### src/rtl/sxf_pkg.sv
package sxf_pkg;
  typedef enum logic {
    CYC_READ  = 1'b0,
    CYC_WRITE = 1'b1
  } cyc_kind_e;
endpackage

### src/rtl/sxf_ctrl.sv
module sxf_ctrl #(
  parameter int TOTAL = 64,
  parameter int CW    = $clog2(TOTAL)
) (
  input  logic          clk,
  input  logic          rst,
  input  logic          open_i,
  input  logic          cyc_i,
  input  logic          pin_n_i,
  input  logic          lock_i,
  output logic          active_o,
  output logic          start_o,
  output logic          step_o,
  output logic [CW-1:0] idx_o,
  output logic          done_o
);
  localparam logic [CW-1:0] LAST = CW'(TOTAL - 1);

  logic abort;

  assign abort   = active_o && !lock_i && !pin_n_i;
  assign step_o  = active_o && cyc_i && !abort;
  assign start_o = !active_o && open_i;

  always_ff @(posedge clk) begin
    if (rst) begin
      active_o <= 1'b0;
      idx_o    <= '0;
      done_o   <= 1'b0;
    end else begin
      done_o <= 1'b0;
      if (start_o) begin
        active_o <= 1'b1;
        idx_o    <= '0;
      end else if (abort) begin
        active_o <= 1'b0;
        done_o   <= 1'b1;
      end else if (step_o) begin
        idx_o <= idx_o + 1'b1;
        if (idx_o == LAST) begin
          active_o <= 1'b0;
          done_o   <= 1'b1;
        end
      end
    end
  end
endmodule

### src/rtl/sxf_wpath.sv
module sxf_wpath
  import sxf_pkg::*;
#(
  parameter int REGS = 8,
  parameter int BITS = 8,
  parameter int CW   = $clog2(REGS * BITS)
) (
  input  logic            clk,
  input  logic            rst,
  input  logic            step_i,
  input  logic            wr_i,
  input  logic            din_i,
  input  logic [CW-1:0]   idx_i,
  output logic [REGS-1:0] ld_en_o,
  output logic [BITS-1:0] ld_data_o
);
  localparam int BW = $clog2(BITS);
  localparam int RW = CW - BW;

  logic [BITS-1:0] sh;
  logic            all_wr;
  logic            wr_ok;
  logic [BW-1:0]   bitpos;
  logic [RW-1:0]   regsel;
  logic [BITS-1:0] full;
  logic            is_wr;

  assign bitpos = idx_i[BW-1:0];
  assign regsel = idx_i[CW-1:BW];
  assign is_wr  = (cyc_kind_e'(wr_i) == CYC_WRITE);
  assign wr_ok  = (bitpos == '0) ? is_wr : (all_wr && is_wr);

  always_comb begin
    full         = sh;
    full[BITS-1] = din_i;
  end

  always_ff @(posedge clk) begin
    if (rst) begin
      sh        <= '0;
      all_wr    <= 1'b0;
      ld_en_o   <= '0;
      ld_data_o <= '0;
    end else begin
      ld_en_o <= '0;
      if (step_i) begin
        all_wr     <= wr_ok;
        sh[bitpos] <= din_i;
        if (bitpos == BW'(BITS - 1) && wr_ok) begin
          ld_en_o   <= REGS'(1) << regsel;
          ld_data_o <= full;
        end
      end
    end
  end
endmodule

### src/rtl/sxf_rpath.sv
module sxf_rpath
  import sxf_pkg::*;
#(
  parameter int TOTAL = 64,
  parameter int CW    = $clog2(TOTAL)
) (
  input  logic             clk,
  input  logic             rst,
  input  logic             start_i,
  input  logic [TOTAL-1:0] time_i,
  input  logic             step_i,
  input  logic             wr_i,
  input  logic [CW-1:0]    idx_i,
  output logic             dout_o,
  output logic             oe_o
);
  logic [TOTAL-1:0] snap;

  always_ff @(posedge clk) begin
    if (start_i) snap <= time_i;
  end

  always_ff @(posedge clk) begin
    if (rst) begin
      dout_o <= 1'b0;
      oe_o   <= 1'b0;
    end else begin
      oe_o <= 1'b0;
      if (step_i && cyc_kind_e'(wr_i) == CYC_READ) begin
        dout_o <= snap[idx_i];
        oe_o   <= 1'b1;
      end
    end
  end
endmodule

### src/rtl/sxf_top.sv
module sxf_top #(
  parameter int REGS     = 8,
  parameter int BITS     = 8,
  parameter int LOCK_REG = 4,
  parameter int LOCK_BIT = 4,
  localparam int TOTAL   = REGS * BITS,
  localparam int CW      = $clog2(TOTAL),
  localparam int LOCK_IX = LOCK_REG * BITS + LOCK_BIT
) (
  input  logic             clk,
  input  logic             rst,
  input  logic             open_i,
  input  logic             cyc_i,
  input  logic             cyc_wr_i,
  input  logic             dq0_i,
  input  logic             rst_pin_n_i,
  input  logic [TOTAL-1:0] time_i,
  output logic             active_o,
  output logic             done_o,
  output logic             dq0_o,
  output logic             dq0_oe_o,
  output logic [REGS-1:0]  ld_en_o,
  output logic [BITS-1:0]  ld_data_o
);
  logic          start;
  logic          step;
  logic [CW-1:0] idx;

  sxf_ctrl #(.TOTAL(TOTAL), .CW(CW)) u_ctrl (
    .clk      (clk),
    .rst      (rst),
    .open_i   (open_i),
    .cyc_i    (cyc_i),
    .pin_n_i  (rst_pin_n_i),
    .lock_i   (time_i[LOCK_IX]),
    .active_o (active_o),
    .start_o  (start),
    .step_o   (step),
    .idx_o    (idx),
    .done_o   (done_o)
  );

  sxf_wpath #(.REGS(REGS), .BITS(BITS), .CW(CW)) u_wpath (
    .clk       (clk),
    .rst       (rst),
    .step_i    (step),
    .wr_i      (cyc_wr_i),
    .din_i     (dq0_i),
    .idx_i     (idx),
    .ld_en_o   (ld_en_o),
    .ld_data_o (ld_data_o)
  );

  sxf_rpath #(.TOTAL(TOTAL), .CW(CW)) u_rpath (
    .clk     (clk),
    .rst     (rst),
    .start_i (start),
    .time_i  (time_i),
    .step_i  (step),
    .wr_i    (cyc_wr_i),
    .idx_i   (idx),
    .dout_o  (dq0_o),
    .oe_o    (dq0_oe_o)
  );
endmodule

### config.mk
export PLATFORM = sky130hd
export DESIGN_NAME = sxf_top
export DESIGN_NICKNAME = d
export VERILOG_FILES = /design/src/rtl/sxf_pkg.sv /design/src/rtl/sxf_ctrl.sv /design/src/rtl/sxf_wpath.sv /design/src/rtl/sxf_rpath.sv /design/src/rtl/sxf_top.sv
export SDC_FILE = /design/constraint.sdc
export NUM_CORES = 1
export LEC_CHECK = 0
export ABC_AREA = 1
export BUFFER_PORTS_ARGS = -buffer_cell sky130_fd_sc_hd__buf_2
export CORE_MARGIN = 10
export CORE_UTILIZATION = 45
export CTS_BUF_LIST = sky130_fd_sc_hd__clkbuf_8
export CTS_CLUSTER_SIZE = 14
export DETAILED_ROUTE_END_ITERATION = 6
export PLACE_DENSITY = 0.64
export SYNTH_ARGS = -nofsm -noshare
export SYNTH_HDL_FRONTEND = slang
export SYNTH_HIERARCHICAL = 1
export SYNTH_SLANG_ARGS = --single-unit
### constraint.sdc
create_clock -name clk -period 4.1 [get_ports clk]
set_input_delay 0.205 -clock clk [delete_from_list [all_inputs] [get_ports clk]]
set_output_delay 0.205 -clock clk [all_outputs]
set_load 0.01 [all_outputs]
==> flow_metrics.env <==
export IMPL_outcome="completed"
export IMPL_period_minus_slack_ns=2.08
export IMPL_timing_slew_headroom_pct=35.1
export IMPL_synth_top_area_cell="edfxtp_1"
export IMPL_grt_pass1_wl_microns=14900
export IMPL_dieWidth_microns=115
export IMPL_post_route_period_util_pct=50.9
export IMPL_path_max_fanout=24
export IMPL_worstPathRequired_ns=4.40
export IMPL_yosys_top_cells_area="edfxtp_1, dfxtp_1, nand2_1"
export IMPL_hold_path_class="in -> reg"
export IMPL_antenna_found_initial=0
export IMPL_htreeDepth=3
export IMPL_cts_buffers=9
export IMPL_antenna_cells=0
export IMPL_drt_total_wl_microns=9000
export IMPL_syn_area_sq_um=4100
export IMPL_io_buffer_count=90
export IMPL_dp_cells=593
export IMPL_rsz0062_at_grt="false"
export IMPL_r2r_slack_ns=2.02
export IMPL_dp_hpwl_microns=6550
export IMPL_first_iter_violations=146
export IMPL_hp_start="time_i[31]"
export IMPL_cts_tree="built"
export IMPL_drcViolationCount=0
export IMPL_grtUsageTotal_pct=14.1
export IMPL_clock_root_buffer="clkbuf_8"
export IMPL_cp_startpoint="u_ctrl/idx_o[1]$_SDFFE_PP0P_"
export IMPL_numClockSinks=98
export IMPL_hold_violations=0
export IMPL_routabilityCongestion=0.775
export IMPL_yosysUniqueCellTypes=30
export IMPL_cp_start_kind="flip-flop"
export IMPL_drive_gt1_share_pct=25.0
export IMPL_grt_overflow_total=0
export IMPL_hold_ws_ns=0.0216
export IMPL_initial_core_util_pct=46.5
export IMPL_synthCells=406
export IMPL_tns_ns=0
export IMPL_grt_max_degree=43
export IMPL_rows=34
export IMPL_synth_top_cell_area_share_pct=46.9
export IMPL_final_cell_mix="nand2_1, buf_2, nand3_1"
export IMPL_nFillCells=803
export IMPL_critPathArrivalTime_ns=2.39
export IMPL_final_common_cell="nand2_1"
export IMPL_dieArea_sq_um=13300
export IMPL_postCtsSetupRepairBufs=0
export IMPL_grt_pass1_vias=3153
export IMPL_top_level_ports=91
export IMPL_final_nets=576
export IMPL_end_kind="flip-flop"
export IMPL_pre_cts_slack_ns=2.03
export IMPL_cap_violations=0
export IMPL_finalWorstSetupSlack_ns=2.02
export IMPL_synthToLayoutAreaGrowth_pct=19.1
export IMPL_vias=3075
export IMPL_ys_warn_count=6
export IMPL_ir_worst_vdd_mv=0.193
export IMPL_worstSkewPairLatency_ns=0.35
export IMPL_worst_pin_slew_ns=0.972
export IMPL_firstDrtPassIters=4
export IMPL_p_leak_nw=2.04
export IMPL_rr_worst_depth=10
export IMPL_wl_per_cell_microns=14.6
export IMPL_endpoint="u_rpath/dout_o$_SDFFE_PP0P_"
export IMPL_path_class="reg -> reg"
export IMPL_seq_area_frac_synth_pct=63.5
export IMPL_setup_viol=0
export IMPL_clk_path_buf_depth=2
export IMPL_postRouteAntennaNets=0
export IMPL_syn_nets=478
export IMPL_max_freq_mhz=480
export IMPL_core_area_sq_um=8810
export IMPL_avgSynthCellArea_sq_um=10.1
export IMPL_stdcell_count=616
export IMPL_r2r_end="u_rpath/dout_o$_SDFFE_PP0P_"
export IMPL_power_density_nw_per_um2=392
export IMPL_ys_seq_elements=98
export IMPL_vias_per_cell=4.99
export IMPL_r2r_start="u_ctrl/idx_o[1]$_SDFFE_PP0P_"
export IMPL_cts_clk_slew_worst_paths_ns=0.09
export IMPL_die_h_microns=115
export IMPL_drv_slew=0
export IMPL_fin_skew_ns=0.00499
## synth_stat cells
cell / instances
clkinv_1: 2
nand2_4: 3
nand2_1: 97
a21oi_1: 13
xor2_1: 1
nand2_2: 4
nand4_1: 8
buf_6: 7
o21ai_0: 10
nor3_1: 10
nand4_4: 1
nor2_1: 29
nor2_8: 1
nand3_1: 69
inv_2: 2
clkinv_2: 1
buf_4: 2
nand3_2: 1
nor2_4: 2
ha_1: 1
edfxtp_1: 64
buf_2: 3
clkbuf_1: 1
inv_1: 34
inv_4: 1
nand4_2: 1
dfxtp_1: 34
inv_6: 1
nor2_2: 2
and3_2: 1
## per-stage QoR
stage          instance area (sq um)  utilization, %  power, mW
6_report                        4880            55.4       1.91
4_1_cts                         4860            55.2       1.93
3_3_place_gp                    4590            52.2       1.28
5_1_grt                         4880            55.4       2.00
2_1_floorplan                   4100               -       1.23
3_5_place_dp                    4590            52.2       1.28
## report_power, final
| group | internal [mW] | switching [mW] |
|---|---|---|
| combinational | 0.0560 | 0.0852 |
| sequential | 1.10 | 0.0168 |
| clock | 0.336 | 0.318 |
| total | 1.49 | 0.420 |
## worst min-delay path by stage
stage                              endpoint  slack (ns)  cells past startpoint
6_report         u_rpath/snap[31]$_DFFE_PP_        0.02                      1
5_1_grt          u_rpath/snap[33]$_DFFE_PP_       0.001                      1
4_1_cts          u_rpath/snap[19]$_DFFE_PP_      0.0005                      1
3_5_place_dp     u_rpath/snap[11]$_DFFE_PP_        0.38                      1
3_3_place_gp     u_rpath/snap[55]$_DFFE_PP_        0.38                      1
2_1_floorplan  u_ctrl/active_o$_SDFFE_PP0P_        0.27                      1
## routing by layer
| metal | part of all wire, % | routed length (microns) | global-route usage, % |
|---|---|---|---|
| met5 | 0 | 0 | 0 |
| met1 | 42 | 3820 | 17.2 |
| met4 | 1.1 | 101 | 5.57 |
| met3 | 6.4 | 577 | 3.72 |
| met2 | 50 | 4500 | 23.5 |
## kinds of logic after synthesis
| logic type | share of synthesized area (%) |
|---|---|
| AND/OR/NAND/NOR | 26.4 |
| flip-flops | 63.5 |
| buffers and inverters | 6.72 |
| AO/OA/AOI/OAI | 2.81 |
| XOR/XNOR | 0.214 |
| adder cells (fa/ha/maj) | 0.305 |
## repair_timing
action	CTS	global route
hold buffers	6	2
setup endpoints to repair	0	0
gates resized for setup	0	0
endpoints found under the hold margin	6	2
## sequential cells by signal (all words and copies together) (netlist names), 6 cells and up
name,flops
u_wpath/ld_data_o,8
u_wpath/ld_en_o,8
u_rpath/snap,64
u_wpath/sh,7
u_ctrl/idx_o,6
## area by class of cell
| class | instances | area, sq um | area share [%] |
|---|---|---|---|
| multi-input combinational | 254 | 1230 | 25.2 |
| clock inverter | 6 | 82.6 | 1.69 |
| clock buffer | 9 | 124 | 2.54 |
| sequential | 98 | 2600 | 53.3 |
| inverter | 41 | 163 | 3.33 |
| tap | 108 | 135 | 2.77 |
| timing repair buffer | 100 | 546 | 11.2 |
## worst max-delay path: stages (launching register included)
cell and delay (ns):
dfxtp_1 0.97, inv_2 0.34, nand3_1 0.19, nand3_1 0.10, nand3_1 0.09, nand2_1 0.05, nand2_1 0.05, nand3_1 0.08
nand3_1 0.08, nand2_1 0.05, inv_1 0.04
(Power assumes the default switching activity.)
